## src/rtl/core_pkg.sv

```systemverilog
package core_pkg;
  localparam int INSTR_W   = 8;
  localparam int NUM_REGS  = 4;
  localparam int SEL_W     = $clog2(NUM_REGS);
  localparam int IMM_W     = 4;

  typedef enum logic [3:0] {
    OP_NOP   = 4'd0,
    OP_SETHI = 4'd1,
    OP_SETLO = 4'd2,
    OP_MOV   = 4'd3,
    OP_LOAD  = 4'd4,
    OP_CPL   = 4'd5,
    OP_ADD   = 4'd6,
    OP_MUL   = 4'd7,
    OP_AND   = 4'd8,
    OP_OR    = 4'd9,
    OP_STORE = 4'd10
  } op_e;

  typedef struct packed {
    op_e              op;
    logic [SEL_W-1:0] src;
    logic [SEL_W-1:0] dst;
    logic [IMM_W-1:0] imm;
  } dec_t;
endpackage

```

## src/rtl/core_decode.sv

```systemverilog
module core_decode
  import core_pkg::*;
(
  input  logic               accept,
  input  logic [INSTR_W-1:0] instr,
  output dec_t               dec
);
  always_comb begin
    dec.op  = OP_NOP;
    dec.src = instr[3:2];
    dec.dst = instr[1:0];
    dec.imm = instr[3:0];
    if (accept) begin
      casez (instr)
        8'b00??????: begin
          dec.op  = OP_SETHI;
          dec.src = instr[5:4];
          dec.dst = instr[5:4];
        end
        8'b01??????: begin
          dec.op  = OP_SETLO;
          dec.src = instr[5:4];
          dec.dst = instr[5:4];
        end
        8'b1000????: dec.op = OP_MOV;
        8'b100100??: dec.op = OP_LOAD;
        8'b10011???: dec.op = OP_CPL;
        8'b1010????: dec.op = OP_ADD;
        8'b1011????: dec.op = OP_MUL;
        8'b1100????: dec.op = OP_AND;
        8'b1101????: dec.op = OP_OR;
        8'b1111????: dec.op = OP_STORE;
        default:     dec.op = OP_NOP;
      endcase
    end
  end
endmodule

```

## src/rtl/core_alu.sv

```systemverilog
module core_alu
  import core_pkg::*;
#(
  parameter int DATA_W = 8
) (
  input  op_e               op,
  input  logic [DATA_W-1:0] opa,
  input  logic [DATA_W-1:0] opb,
  input  logic [IMM_W-1:0]  imm,
  input  logic [DATA_W-1:0] rdata,
  output logic [DATA_W-1:0] result,
  output logic              reg_we
);
  localparam int HALF = DATA_W / 2;
  localparam int PROD_W = 2 * DATA_W;

  logic [DATA_W-1:0] r_hi, r_lo, r_sum, r_prod, r_and, r_or, r_cpl;
  logic [PROD_W-1:0] prod_full;
  logic [HALF-1:0]   imm_half;

  assign imm_half  = HALF'(imm);
  // Every candidate result is formed in parallel each cycle.
  assign r_hi      = {imm_half, opb[HALF-1:0]};
  assign r_lo      = {opb[DATA_W-1:HALF], imm_half};
  assign r_sum     = opa + opb;
  assign prod_full = PROD_W'(opa) * PROD_W'(opb);
  assign r_prod    = prod_full[DATA_W-1:0];
  assign r_and     = opa & opb;
  assign r_or      = opa | opb;
  assign r_cpl     = ~opb;

  always_comb begin
    result = opb;
    reg_we = 1'b1;
    case (op)
      OP_SETHI: result = r_hi;
      OP_SETLO: result = r_lo;
      OP_MOV:   result = opa;
      OP_LOAD:  result = rdata;
      OP_CPL:   result = r_cpl;
      OP_ADD:   result = r_sum;
      OP_MUL:   result = r_prod;
      OP_AND:   result = r_and;
      OP_OR:    result = r_or;
      default:  reg_we = 1'b0;
    endcase
  end
endmodule

```

## src/rtl/core_regfile.sv

```systemverilog
module core_regfile
  import core_pkg::*;
#(
  parameter int DATA_W = 8
) (
  input  logic                       clk,
  input  logic                       rst,
  input  logic                       we,
  input  logic [SEL_W-1:0]           wsel,
  input  logic [DATA_W-1:0]          wdata,
  input  logic [SEL_W-1:0]           sel_a,
  input  logic [SEL_W-1:0]           sel_b,
  output logic [DATA_W-1:0]          rd_a,
  output logic [DATA_W-1:0]          rd_b,
  output logic [NUM_REGS*DATA_W-1:0] all_regs
);
  logic [DATA_W-1:0] regs [NUM_REGS];

  for (genvar g = 0; g < NUM_REGS; g++) begin : g_reg
    always_ff @(posedge clk) begin
      if (rst) regs[g] <= '0;
      else if (we && wsel == SEL_W'(g)) regs[g] <= wdata;
    end
    assign all_regs[g*DATA_W +: DATA_W] = regs[g];
  end

  assign rd_a = regs[sel_a];
  assign rd_b = regs[sel_b];
endmodule

```

## src/rtl/byte_exec_core.sv

```systemverilog
module byte_exec_core
  import core_pkg::*;
#(
  parameter int DATA_W = 8
) (
  input  logic               clk,
  input  logic               rst,
  input  logic               instr_valid,
  output logic               instr_ready,
  input  logic [INSTR_W-1:0] instr,
  output logic [DATA_W-1:0]  mem_addr,
  input  logic [DATA_W-1:0]  mem_rdata,
  output logic [DATA_W-1:0]  mem_wdata,
  output logic               mem_we,
  output logic [DATA_W-1:0]  reg_a,
  output logic [DATA_W-1:0]  reg_b,
  output logic [DATA_W-1:0]  reg_c,
  output logic [DATA_W-1:0]  reg_d
);
  logic                       accept;
  dec_t                       dec;
  logic [DATA_W-1:0]          opa, opb, result;
  logic                       reg_we;
  logic [NUM_REGS*DATA_W-1:0] all_regs;
  logic                       is_load, is_store;

  assign instr_ready = ~rst;
  assign accept      = instr_valid & instr_ready;

  core_decode u_decode (
    .accept (accept),
    .instr  (instr),
    .dec    (dec)
  );

  core_regfile #(.DATA_W(DATA_W)) u_regs (
    .clk      (clk),
    .rst      (rst),
    .we       (reg_we),
    .wsel     (dec.dst),
    .wdata    (result),
    .sel_a    (dec.src),
    .sel_b    (dec.dst),
    .rd_a     (opa),
    .rd_b     (opb),
    .all_regs (all_regs)
  );

  core_alu #(.DATA_W(DATA_W)) u_alu (
    .op     (dec.op),
    .opa    (opa),
    .opb    (opb),
    .imm    (dec.imm),
    .rdata  (mem_rdata),
    .result (result),
    .reg_we (reg_we)
  );

  // Memory port: the address comes from the low register field for both load and store.
  assign is_load   = (dec.op == OP_LOAD);
  assign is_store  = (dec.op == OP_STORE);
  assign mem_addr  = (is_load || is_store) ? opb : '0;
  assign mem_wdata = is_store ? opa : '0;
  assign mem_we    = is_store;

  assign reg_a = all_regs[0*DATA_W +: DATA_W];
  assign reg_b = all_regs[1*DATA_W +: DATA_W];
  assign reg_c = all_regs[2*DATA_W +: DATA_W];
  assign reg_d = all_regs[3*DATA_W +: DATA_W];
endmodule

```

## config.mk

```make
export PLATFORM = sky130hd
export DESIGN_NAME = byte_exec_core
export DESIGN_NICKNAME = d
export VERILOG_FILES = /design/src/rtl/core_pkg.sv /design/src/rtl/core_decode.sv /design/src/rtl/core_alu.sv /design/src/rtl/core_regfile.sv /design/src/rtl/byte_exec_core.sv
export SDC_FILE = /design/constraint.sdc
export NUM_CORES = 1
export LEC_CHECK = 0
export BUFFER_PORTS_ARGS = -buffer_cell sky130_fd_sc_hd__buf_4
export CORE_ASPECT_RATIO = 1.75
export CORE_UTILIZATION = 30
export CTS_CLUSTER_DIAMETER = 120
export DETAILED_ROUTE_END_ITERATION = 6
export PLACE_DENSITY = 0.56
export SLEW_MARGIN = 20
export SYNTH_ARGS = -nofsm -noshare
export SYNTH_HDL_FRONTEND = slang
export SYNTH_SLANG_ARGS = --single-unit
export TNS_END_PERCENT = 30
```

## constraint.sdc

```tcl
create_clock -name clk -period 14.4 [get_ports clk]
set_input_delay 1.44 -clock clk [delete_from_list [all_inputs] [get_ports clk]]
set_output_delay 1.44 -clock clk [all_outputs]
set_load 0.05 [all_outputs]
```

==> Word level (Yosys, flattened, before mapping) <==
Memory sizes are Yosys's and may differ from the RTL's.
Cells that the tools add are included.
{ "totals": {"word_cells": 68, "output_inout_bits": 50, "regBits": 0, "inputBits": 19, "ramBits": 32, "mem_count": 1} }
{ "classes": {"reduce_logical": 9, "n_addsub": 1, "n_eq_ne": 22, "muxes": 25, "n_mul": 1, "bitwise": 9} }
{ "mem_list": {"columns": ["name", "words", "width", "rd", "rd_ports_with_merged_regs", "wr", "line_no", "source"], "rows": [
  ["u_regs.regs", 4, 8, 6, 0, 4, "core_regfile.sv:17", "logic [DATA_W-1:0] regs [NUM_REGS];"]
]} }
{ "ops": {"columns": ["cell", "count"], "rows": [
  ["$pmux W8 S9", 1],
  ["$mux W8", 7],
  ["$pmux W4 S10", 1],
  ["$eq A4 B4 Y1 const B", 9],
  ["$eq A4 B3 Y1 const B", 4],
  ["$mux W1", 15],
  ["$reduce_or A9 Y1", 1],
  ["$add A8 B8 Y8", 1],
  ["$and A8 B8 Y8", 1],
  ["$eq A4 B2 Y1 const B", 2],
  ["$mul A8 B8 Y8", 1],
  ["$not A8 Y8", 1],
  ["$or A8 B8 Y8", 1],
  ["$eq A6 B6 Y1 const B", 1],
  ["$eq A5 B5 Y1 const B", 1],
  ["$eq A2 B1 Y1 const B", 2],
  ["$eq A2 B2 Y1 const B", 2],
  ["$eq A4 B1 Y1 const B", 1],
  ["$logic_and A1 B1 Y1", 4],
  ["$logic_not A2 Y1", 2],
  ["$mux W4", 1],
  ["$or A1 B1 Y1", 4],
  ["$reduce_or A2 Y1", 1],
  ["$and A1 B1 Y1", 1],
  ["other kinds (2)", 2]
]} }

==> Longest topological paths before layout <==
Gate-level depths: netlist of the first run.
{ "logic_depth": {"depth_word": 12, "ltp_mapped": 25, "mapped_depth_nobuf": 22} }

==> Cells and area by module <==
From an unflattened synthesis of the first run, not the netlist that was laid out.
{ "hier_totals": {"hier_cells": 451, "hier_area_um2": 4015.1} }
{ "by_module_without_submodules": {"columns": ["module", "area_each_um2", "cells_each", "seq_area_each_um2", "n_inst"], "rows": [
  ["core_alu", 2033.2, 292, 0.0, 1],
  ["core_regfile", 1614.0, 106, 960.9, 1],
  ["byte_exec_core", 195.2, 23, 0.0, 1],
  ["core_decode", 172.7, 30, 0.0, 1]
]} }

==> Worst setup path after synthesis of the first run <==
OpenSTA, ideal clock, no wires.
{ "synth_timing": {"path_kind": "input-to-reg", "from": "in instr[7]", "to": "mem u_regs.regs[0][7], data pin", "n_path_buf": 3, "stages": 23, "arrival_time_ns": 6.794, "setup_slack_ns": 7.458, "required_ns": 14.252, "setup_ns": 0.148, "cell_sequence": "buf_6 or3b_1 buf_6 a21oi_4 buf_6 mux2i_1 mux2_2 inv_1 nand2_1 fa_1 fa_1 inv_1 fa_1 inv_1 fa_1 inv_1 ha_1 a21oi_1 xnor2_1 xnor2_1 xnor3_1 mux2_4 a21oi_1"} }
{ "synth_rtl": {"columns": ["item", "line_no", "source"], "rows": [
  ["start: declaration", "byte_exec_core.sv:10", "input logic [INSTR_W-1:0] instr,"],
  ["end: declaration", "core_regfile.sv:17", null]
]} }

==> results.md, run 1 <==
- Core area: between 10000 and 15000 um^2
- Worst R2R Setup Slack: 9.19 ns
- Post-cts sizing count: 0
- Clk_skew: ~0.004 ns
- Req. time, crit path: 14.52 ns
- Seq/Total Area, Yosys: approximately 25%
- Area contributors post-synth: edfxtp_1, ha_1, mux2i_1, nor2_1, fa_1
- Setup ws final: 6.84 ns
- ANT nets after route: 0
- Pwr/cell area: between 80 and 90 nW/um^2
- Crit path launch: instr[7]
- Hold slack final: 1.11 ns
- Synthesis-stage register bit count: 32
- Via density: between 5 and 6
- Via count: approximately 3500
- Clock tree buffer depth: 2
- PortBufs: 68
- Netlist Area Pre-Place: 3860 um^2
- Crit Path Class: in -> reg
- Final setup vio count: 0
- Fin crit period: 7.56 ns
- Run status: completed
- Ports: around 70
- Met1 usage: between 20% and 30%
- Final Cell Area: 4660 um^2
- Gate Count Post-Synth: between 400 and 500
- GR Util met3: under 10%
- Crit. End Element: flip-flop
- H-tree depth: 2
- Sink Count: 32
- CTS Buf Count: 5
- Fillers: around 1300
- Routability cong.: 0.925
- Antenna violations before repair: 0
- Largest regs: u_regs.regs x32
- Final period util: between 50% and 60%
- First-pass GRT wire length: ~19000 um
- Vias in the first global route: 3505
- Synth top area share: approximately a quarter
- Reg2Reg Capture Point: u_regs.regs[3][7]$_SDFFCE_PN0P_
- Clock-pin transition on the worst setup and hold timing paths: around 0.050 ns
- CTS tree: built
- Max-cap violations: 0
- WL/cell: ~19 um
- Post-synthesis to final-layout area growth: 20.8%
- Peak supply drop: 0.0000568 V
- Worst r2r path cells: 18
- Yosys cell types: 60
- Max FO, Critical Path: 11
- CP startpoint kind: primary input
- Share of layout cells above drive strength 1: between 20% and 30%
- TNS Setup: 0 ns
- GR Util met2: 36.2%
- Worst-Margin Slew: 1.04 ns
- Post-synth EDFFs: 32
- DRC Markers: 0
- Sequential cell area: 961 um^2
- Overall Global Routing Usage: between 10% and 20%
- Final hold violation count: 0
- 1st-iter DRT viols: 231
- Hold path endpoint: u_regs.regs[1][3]$_SDFFCE_PN0P_
- Max-slew violation count: 0
- RSZ-0062 raised after global routing: false
- Synth Flop Type: edfxtp_1
- Area of the multi-input gates: roughly 2600 um^2
- Drt first pass iters: 7
- CTS root buf: clkbuf_16
- WL final: between 10000 and 15000 um
- Hold path startpoint: u_regs.regs[0][3]$_SDFFCE_PN0P_
- Pin count of the biggest net entering global routing: 17
- Largest register FFs: 32
- Worst r2r src: u_regs.regs[1][1]$_SDFFCE_PN0P_
- Cell Area, Placed: ~4500 um^2
- Worst hold stages: 4
- Initial Util: a little under a third
- Hold WC Path Type: reg -> reg
- Post-CTS Setup Bufs: 0
- CP arrival: ~7.7 ns
- Die H: about 150 um
- Synth area leader: edfxtp_1
- DP Worst Slack: between 6 and 7 ns
- Post-synth ARST share: 0%
- # rows: 54
- Overflow after GRT: 0
- Fmax: ~0.13 GHz
- Synth warnings: 0
- Slew headroom: 30.3%
- Busiest layer in global routing: met2
- Die W: just under 90 um
- Post-CTS Hold Buffers: 0
- Final nets: approximately 560
- DP HPWL: just over 10000 um
- Die area: about 13000 um^2
- Final Core Density: 37.3%
- Top reg by flops: u_regs.regs
- Mapped Nets: 491
- Syn Area/Cell: between 9 and 10 um^2
- Leakage: approximately 2.1 nW
- Skew-Pair Late Insertion Delay: 0.28 ns
- Antenna diodes: 0
kinds of logic (layout without fill, tap and decap cells):
family	after synthesis	in the layout	share of synthesized area [%]
AO/OA/AOI/OAI	68	68	12.9
XOR/XNOR	17	17	4.41
adder cells (fa/ha/maj)	45	45	17.1
buffers and inverters	60	126	7.23
flip-flops	32	32	24.9
multiplexers	50	50	15.1
AND/OR/NAND/NOR	155	155	18.4
cell usage after synthesis (2+ instances only):
cell and count:
a21oi_1 18, a22oi_1 7, o211ai_1 3, a21oi_4 3
mux2_2 7, nand3_1 6, xnor2_1 13, mux2i_1 35
and3_1 2, nand4_1 2, ha_1 32, o21ai_0 6
a221oi_1 7, xor2_1 2, nand2_1 26, mux2i_4 5
or4_1 2, nor2_1 82, clkbuf_1 6, or3_1 7
nor4_1 3, o211ai_2 2, a21o_1 5, inv_1 44
nor2b_1 7, fa_1 13, o21bai_1 3, nand2b_1 6
a31oi_1 2, edfxtp_1 32, nor3_1 4, inv_2 3
buf_6 5
worst max-delay path by stage:
stage / endpoint / slack (ns)
floorplan: u_regs.regs[0][7]$_SDFFCE_PN0P_ / 7.46
global placement: u_regs.regs[0][7]$_SDFFCE_PN0P_ / 6.71
detailed placement: u_regs.regs[3][7]$_SDFFCE_PN0P_ / 6.58
CTS: u_regs.regs[3][7]$_SDFFCE_PN0P_ / 6.85
global route: u_regs.regs[2][7]$_SDFFCE_PN0P_ / 6.55
finish: u_regs.regs[3][7]$_SDFFCE_PN0P_ / 6.84
cell type report:
cell class                      count  share of cell area, %
Clock buffer                        5                   2.68
Clock inverter                      3                  0.805
Inverter                           47                   3.78
Multi-Input combinational cell    335                   56.2
Sequential cell                    32                   20.6
Tap cell                          168                   4.51
Timing Repair Buffer               71                   11.4
critical path: stages:
cell and delay [ns]:
buf_4 0.14, or3b_1 0.54, a21oi_2 0.64, inv_1 0.33, mux2_2 0.44, inv_1 0.10, nand2_1 0.08, fa_1 0.48
fa_1 0.55, inv_1 0.05, fa_1 0.47, inv_1 0.05, fa_1 0.53, inv_1 0.05, ha_1 0.31, a21oi_1 0.16
xnor2_1 0.18, xnor2_1 0.16, xnor3_1 0.46, mux2_4 0.34, a21oi_1 0.17
where the power goes:
group	switching [W]	internal, W	leakage (nW)
logic	0.000117	0.0000702	1.72
clock network	0.0000354	0.0000802	0.0789
registers	0.00000494	0.000108	0.332
through the flow:
step / cells / power [W]
2_1_floorplan: 427 / 0.000251
5_1_grt: 661 / 0.000437
6_report: 661 / 0.000416
3_3_place_gp: 653 / 0.000300
3_5_place_dp: 653 / 0.000302
4_1_cts: 661 / 0.000418
layer usage:
metal	share of wire, %	vias up	wire (um)
met3	4.4	36	541
li1	-	1615	-
met2	56	143	6980
met1	36	1656	4480
met5	0	-	0
met4	3.5	0	429
layout by cell type (no fill, tap or decap), drive strengths merged, types with 13 or more instances in the layout:
master  instances
ha             32
edfxtp         32
nor2           82
fa             13
a21oi          22
nand2          27
buf            71
xnor2          14
mux2i          41
inv            47
Note: power is estimated with default switching activity, not from simulation.
==> run 2, diff against run 1 <==
- clock period: 14.4 -> 7.2 ns (I/O delays scaled with it)
==> results.md, run 2 (synthesized netlist as in run 1, its figures left out) <==
- Final hold violation count: 0 (unchanged)
- Antenna violations before repair: 0 (unchanged)
- WL final: 12900 um (was 12400 um)
- Register share of total power: 28.4% (was 27.3%)
- Worst-Margin Slew: 0.868 ns (was 1.04 ns)
- Crit path launch: instr[7] (unchanged)
- Final Core Density: 37.4% (was 37.3%)
- Overall Global Routing Usage: 20.1% (was 19.0%)
- Clk_skew: 0.00356 ns (was 0.00406 ns)
- Crit Path Class: in -> reg (unchanged)
- Post-synthesis to final-layout area growth: 21.3% (was 20.8%)
- Initial Util: 30.9% (unchanged)
- Via count: 3495 (was 3450)
- CP startpoint kind: primary input (unchanged)
- CP arrival: 6.58 ns (was 7.68 ns)
- Clock tree buffer depth: 2 (unchanged)
- PortBufs: 68 (unchanged)
- Clock power frac: 24.2% (was 27.8%)
- CTS tree: built (unchanged)
- Antenna diodes: 0 (unchanged)
- Final nets: 562 (was 556)
- WL/cell: 19.3 um (was 18.8 um)
- Sw Pwr: 0.000313 W (was 0.000157 W)
- Die area: 13300 um^2 (unchanged)
- Leakage: 2.15 nW (was 2.13 nW)
- Via density: 5.24 (was 5.22)
- Sw Ratio: 39.1% (was 37.8%)
- Pin count of the biggest net entering global routing: 13 (was 17)
- Share of layout cells above drive strength 1: 21.8% (was 21.1%)
- Drt first pass iters: 5 (was 7)
- Hold path endpoint: u_regs.regs[3][3]$_SDFFCE_PN0P_ (was u_regs.regs[1][3]$_SDFFCE_PN0P_)
- First-pass GRT wire length: 19800 um (was 18900 um)
- Fin crit period: about 6.5 ns
- Pwr/cell area: 171 nW/um^2 (was 89.2 nW/um^2)
- Worst r2r src: u_regs.regs[3][3]$_SDFFCE_PN0P_ (was u_regs.regs[1][1]$_SDFFCE_PN0P_)
- Worst r2r path cells: 18 (unchanged)
- H-tree depth: 2 (unchanged)
- Vias in the first global route: 3601 (was 3505)
- Post-CTS Hold Buffers: 0 (unchanged)
- DRC Markers: 0 (unchanged)
- Max-slew violation count: 0 (unchanged)
- Post-cts sizing count: 0 (unchanged)
- Fmax: 0.155 GHz
- Run status: completed (unchanged)
- CTS root buf: clkbuf_16 (unchanged)
- Gate power share: 47.4% (was 44.9%)
- Crit. End Element: flip-flop (unchanged)
- RSZ-0062 raised after global routing: false (unchanged)
- Sink Count: 32 (unchanged)
- Clock-pin transition on the worst setup and hold timing paths: 0.05 ns (about the same)
- Req. time, crit path: 7.32 ns (was 14.52 ns)
- # rows: 54 (unchanged)
- Commonest non-fill, non-tap cells in the layout: nor2_1, buf_4, inv_1 (unchanged)
- 1st-iter DRT viols: 173 (was 231)
- Hold WC Path Type: in -> reg (was reg -> reg)
- ANT nets after route: 0 (unchanged)
- Largest register FFs: 32 (unchanged)
- TNS Setup: 0 ns (unchanged)
- DP HPWL: 10700 um (was 10200 um)
- Peak supply drop: 0.0000838 V (was 0.0000568 V)
- Final setup vio count: 0 (unchanged)
- Worst hold stages: 5 (was 4)
- Max-cap violations: 0 (unchanged)
- Routability cong.: 0.961 (was 0.925)
- Worst R2R Setup Slack: 2.07 ns (was 9.19 ns)
- Commonest non-fill, non-tap cell in the layout: nor2_1 (unchanged)
- Slew headroom: 41.7% (was 30.3%)
- Core area: 12500 um^2 (unchanged)
- Skew-Pair Late Insertion Delay: 0.28 ns (about the same)
- Ports: 69 (unchanged)
- Top reg by flops: u_regs.regs (unchanged)
- Die H: 152 um (unchanged)
- Hold path startpoint: mem_rdata[3] (was u_regs.regs[0][3]$_SDFFCE_PN0P_)
- Reg2Reg Capture Point: u_regs.regs[3][7]$_SDFFCE_PN0P_ (unchanged)
- Int Power: 0.000488 W (was 0.000259 W)
- Final period util: roughly 90%
- Post-CTS Setup Bufs: 0 (unchanged)
- Largest regs: u_regs.regs x32 (unchanged)
- Die W: 87.7 um (unchanged)
- CTS Buf Count: 5 (unchanged)
- Max FO, Critical Path: 10 (was 11)
- Overflow after GRT: 0 (unchanged)
[run 2: changes by cell type in the layout (fill, tap and decap cells not counted)]
cell,previous run,this run
clkinv_1,2,1
clkbuf_1,0,2
buf_4,71,77
bufinv_16,1,0
[run 2: worst max-delay path by stage]
stage | cells after the start | end
floorplan | 23 | u_regs.regs[0][7]$_SDFFCE_PN0P_
finish | 21 | u_regs.regs[3][7]$_SDFFCE_PN0P_
detailed placement | 21 | u_regs.regs[3][7]$_SDFFCE_PN0P_
global route | 21 | u_regs.regs[2][7]$_SDFFCE_PN0P_
CTS | 21 | u_regs.regs[3][7]$_SDFFCE_PN0P_
global placement | 21 | u_regs.regs[0][7]$_SDFFCE_PN0P_
[run 2: layer usage]
layer / track usage, % / part of all wire (%) / wire length [um] / up-vias
li1: - / - / - / 1631
met3: 1.63 / 4.0 / 515 / 47
met1: 21.1 / 35 / 4500 / 1660
met5: 0 / 0 / 0 / -
met4: 13.8 / 7.2 / 927 / 0
met2: 36.4 / 54 / 6930 / 157
[run 2: worst max-delay path, stage by stage]
cell and delay (ns):
buf_4 0.14, or3b_1 0.54, a21oi_2 0.50, inv_1 0.15, mux2_2 0.42, inv_1 0.11
nand2_1 0.09, fa_1 0.48, fa_1 0.54, inv_1 0.05, fa_1 0.47, inv_1 0.05
fa_1 0.52, inv_1 0.05, ha_1 0.31, a21oi_1 0.21, xnor2_1 0.17, xnor2_1 0.15
xnor3_1 0.43, mux2_4 0.33, a21oi_1 0.15
[run 2: cell type report]
type / count / area [um^2]
timing repair buffer: 77 / 578
clock inverter: 1 / 3.75
multi-input combinational: 335 / 2620
inverter: 47 / 176
tap: 168 / 210
fill: 1324 / 7820
sequential: 32 / 961
clock buffer: 7 / 133
[run 2: stage by stage]
| stage | hold WS [ns] | instances | total power, W | cell area (um^2) | worst slack [ns] |
|---|---|---|---|---|---|
| 6_report | 0.960 | 667 | 0.000801 | 4680 | 0.739 |
| 5_1_grt | 0.992 | 667 | 0.000848 | 4680 | 0.500 |
| 4_1_cts | 0.958 | 667 | 0.000807 | 4680 | 0.751 |
| 3_5_place_dp | 1.15 | 659 | 0.000610 | 4540 | 0.461 |
| 3_3_place_gp | 1.13 | 659 | 0.000606 | 4540 | 0.549 |
| 2_1_floorplan | 1.07 | 427 | 0.000502 | 3860 | 0.978 |
[run 2: power groups by stage]
stage                     combinational (W)  clock (W)  sequential [W]
final                              0.000379   0.000194        0.000227
after global routing               0.000414   0.000206        0.000228
after CTS                          0.000381   0.000199        0.000228
after detailed placement           0.000379          0        0.000231
after global placement             0.000375          0        0.000231
after floorplan                    0.000241          0        0.000261
==> run 3, diff against run 2 <==
==> constraint.sdc (replaced) <==
create_clock -name clk -period 7.2 [get_ports clk]
set_input_delay 1.44 -clock clk [delete_from_list [all_inputs] [get_ports clk]]
set_output_delay 1.44 -clock clk [all_outputs]
set_load 0.05 [all_outputs]
==> results.md, run 3 (synthesized netlist as in run 1, its figures left out) <==
- Post-synthesis to final-layout area growth: 26.8% (was 21.3%)
- Post-CTS Hold Buffers: 0 (unchanged)
- Req. time, crit path: 7.31 ns (was 7.32 ns)
- ANT nets after route: 0 (unchanged)
- Crit-path slowest cell: fa_1 (was or3b_1)
- Clk_skew: 0.00257 ns (was 0.00356 ns)
- Fin crit period: 6.98 ns (was 6.46 ns)
- Routability cong.: 1.01 (was 0.961)
- Run status: completed (unchanged)
- Power, Total: 0.000842 W (was 0.000801 W)
- Via count: 3581 (was 3495)
- Setup ws final: 0.220 ns (was 0.739 ns)
- Final period util: 96.9% (was 89.7%)
- Clock tree buffer depth: 2 (unchanged)
- Via density: 5.20 (was 5.24)
- Crit. End Element: flip-flop (unchanged)
- Initial Util: 30.9% (unchanged)
- WL/cell: 18.4 um (was 19.3 um)
- Pwr/cell area: 172 nW/um^2 (was 171 nW/um^2)
- CP startpoint kind: primary input (unchanged)
- Antenna diodes: 0 (unchanged)
- Commonest non-fill, non-tap cells in the layout: buf_4, nor2_1, inv_1 (was nor2_1, buf_4, inv_1)
- Post-CTS Setup Bufs: 0 (unchanged)
- Leakage: 2.28 nW (was 2.15 nW)
- Final nets: 584 (was 562)
- Largest regs: u_regs.regs x32 (unchanged)
- Worst-path cell chain: buf_4 > or3b_1 > buf_4 > a21oi_4 > mux2i_1 > mux2_2 > buf_4 > nor2_1 > fa_1 > ha_1 > fa_1 > inv_1 > fa_1 > inv_1 > ha_1 > a21oi_1 > xnor2_1 > xnor2_2 > xnor3_1 > mux2_4 > a21oi_1 (was buf_4 > or3b_1 > a21oi_2 > inv_1 > mux2_2 > inv_1 > nand2_1 > fa_1 > fa_1 > inv_1 > fa_1 > inv_1 > fa_1 > inv_1 > ha_1 > a21oi_1 > xnor2_1 > xnor2_1 > xnor3_1 > mux2_4 > a21oi_1)
- Skew-Pair Late Insertion Delay: 0.28 ns (about the same)
- Critical path's top delay family: adder cells (unchanged)
- 1st-iter DRT viols: 177 (was 173)
- DP Worst Slack: -0.122 ns (was 0.461 ns)
- Fillers: 1273 (was 1324)
- PortBufs: 68 (unchanged)
- Final setup vio count: 0 (unchanged)
- CP arrival: 7.09 ns (was 6.58 ns)
- Final Core Density: 39.1% (was 37.4%)
- DP HPWL: 10600 um (was 10700 um)
- Largest register FFs: 32 (unchanged)
- H-tree depth: 2 (unchanged)
- DRC Markers: 0 (unchanged)
- Final Cell Area: 4890 um^2 (was 4680 um^2)
- CTS tree: built (unchanged)
- Max incr delay on CP: 0.54 ns (about the same)
- TNS Setup: 0 ns (unchanged)
- CTS root buf: clkbuf_16 (unchanged)
- Overflow after GRT: 0 (unchanged)
- Antenna violations before repair: 0 (unchanged)
- Commonest non-fill, non-tap cell in the layout: buf_4 (was nor2_1)
- Cell Area, Placed: 4750 um^2 (was 4540 um^2)
- Fmax: 0.143 GHz (was 0.155 GHz)
- Die W: 87.7 um (unchanged)
- Final hold violation count: 0 (unchanged)
- Die area: 13300 um^2 (unchanged)
- RSZ-0062 raised after global routing: false (unchanged)
- Hold WC Path Type: reg -> reg (was in -> reg)
- Pin count of the biggest net entering global routing: 14 (was 13)
- Vias in the first global route: 3716 (was 3601)
- Core area: 12500 um^2 (unchanged)
- Worst-Margin Slew: 0.998 ns (was 0.868 ns)
- CTS Buf Count: 5 (unchanged)
- Share of layout cells above drive strength 1: 25.7% (was 21.8%)
- Ports: 69 (unchanged)
- Worst Path Buf+Inv: 5 (was 6)
- WL final: 12700 um (was 12900 um)
- Slew headroom: 32.9% (was 41.7%)
- Max FO, Critical Path: 10 (unchanged)
- Max-slew violation count: 0 (unchanged)
- Die H: 152 um (unchanged)
- Crit Path Class: in -> reg (unchanged)
- # rows: 54 (unchanged)
- Drt first pass iters: 5 (unchanged)
- Overall Global Routing Usage: 19.8% (was 20.1%)
- Peak supply drop: 0.0000927 V (was 0.0000838 V)
- Top reg by flops: u_regs.regs (unchanged)
- First-pass GRT wire length: 19900 um (was 19800 um)
- Clock-pin transition on the worst setup and hold timing paths: 0.05 ns (about the same)
- Max-cap violations: 0 (unchanged)
- Sink Count: 32 (unchanged)
-- run 3: changes by cell type in the layout (fill, tap and decap cells not counted) --
cell and change:
buf_4 +19, buf_12 +3, clkbuf_1 -2, clkinv_2 +2, xnor2_1 -1, xnor2_2 +1
-- run 3: path summary, 6_finish.rpt --
kind,slack [ns],start,end,cells past startpoint
worst max-delay path,0.22,instr[7],u_regs.regs[0][7]$_SDFFCE_PN0P_,21
worst min-delay path,1.17,u_regs.regs[0][3]$_SDFFCE_PN0P_,u_regs.regs[3][3]$_SDFFCE_PN0P_,5
worst max register to register,2.03,u_regs.regs[1][2]$_SDFFCE_PN0P_,u_regs.regs[0][7]$_SDFFCE_PN0P_,17
worst min register to register,1.17,u_regs.regs[0][3]$_SDFFCE_PN0P_,u_regs.regs[3][3]$_SDFFCE_PN0P_,5
-- run 3: metrics by stage --
stage                     std cells  hold slack, ns
after floorplan                 427            1.33
after global placement          681            1.17
after detailed placement        681            1.16
after CTS                       689            1.18
after global routing            689            1.25
final                           689            1.17
-- run 3: cell type report --
cell class | count | area (um^2) | share of cell area [%]
clock buffer | 5 | 125 | 2.56
clock inverter | 3 | 13.8 | 0.281
inverter | 47 | 176 | 3.61
multi-input combinational | 335 | 2630 | 53.7
sequential | 32 | 961 | 19.6
tap | 168 | 210 | 4.30
timing repair buffer | 99 | 781 | 16.0
-- run 3: tightest hold or removal path, cell delays in order, from the launching register on --
cell and delay [ns]:
edfxtp_1 0.36, mux2i_1 0.12, mux2i_4 0.18, buf_4 0.16, a21oi_1 0.14, nor2_1 0.09
-- run 3: layer usage --
layer	GRT usage, %	routed length [um]
met1	21.0	4610
met2	37.0	6920
met3	1.25	474
met4	11.4	664
met5	0	0
-- run 3: power breakdown --
part | leakage (nW) | switching [W] | internal [W]
combinational | 1.88 | 0.000246 | 0.000170
clock | 0.0710 | 0.0000740 | 0.000125
sequential | 0.332 | 0.00000957 | 0.000217
total | 2.28 | 0.000330 | 0.000512
-- run 3: what timing repair did --
action | in CTS | in global routing
setup endpoints to repair | 0 | 2
resized for setup | 0 | 1
hold endpoints to repair | 0 | 0
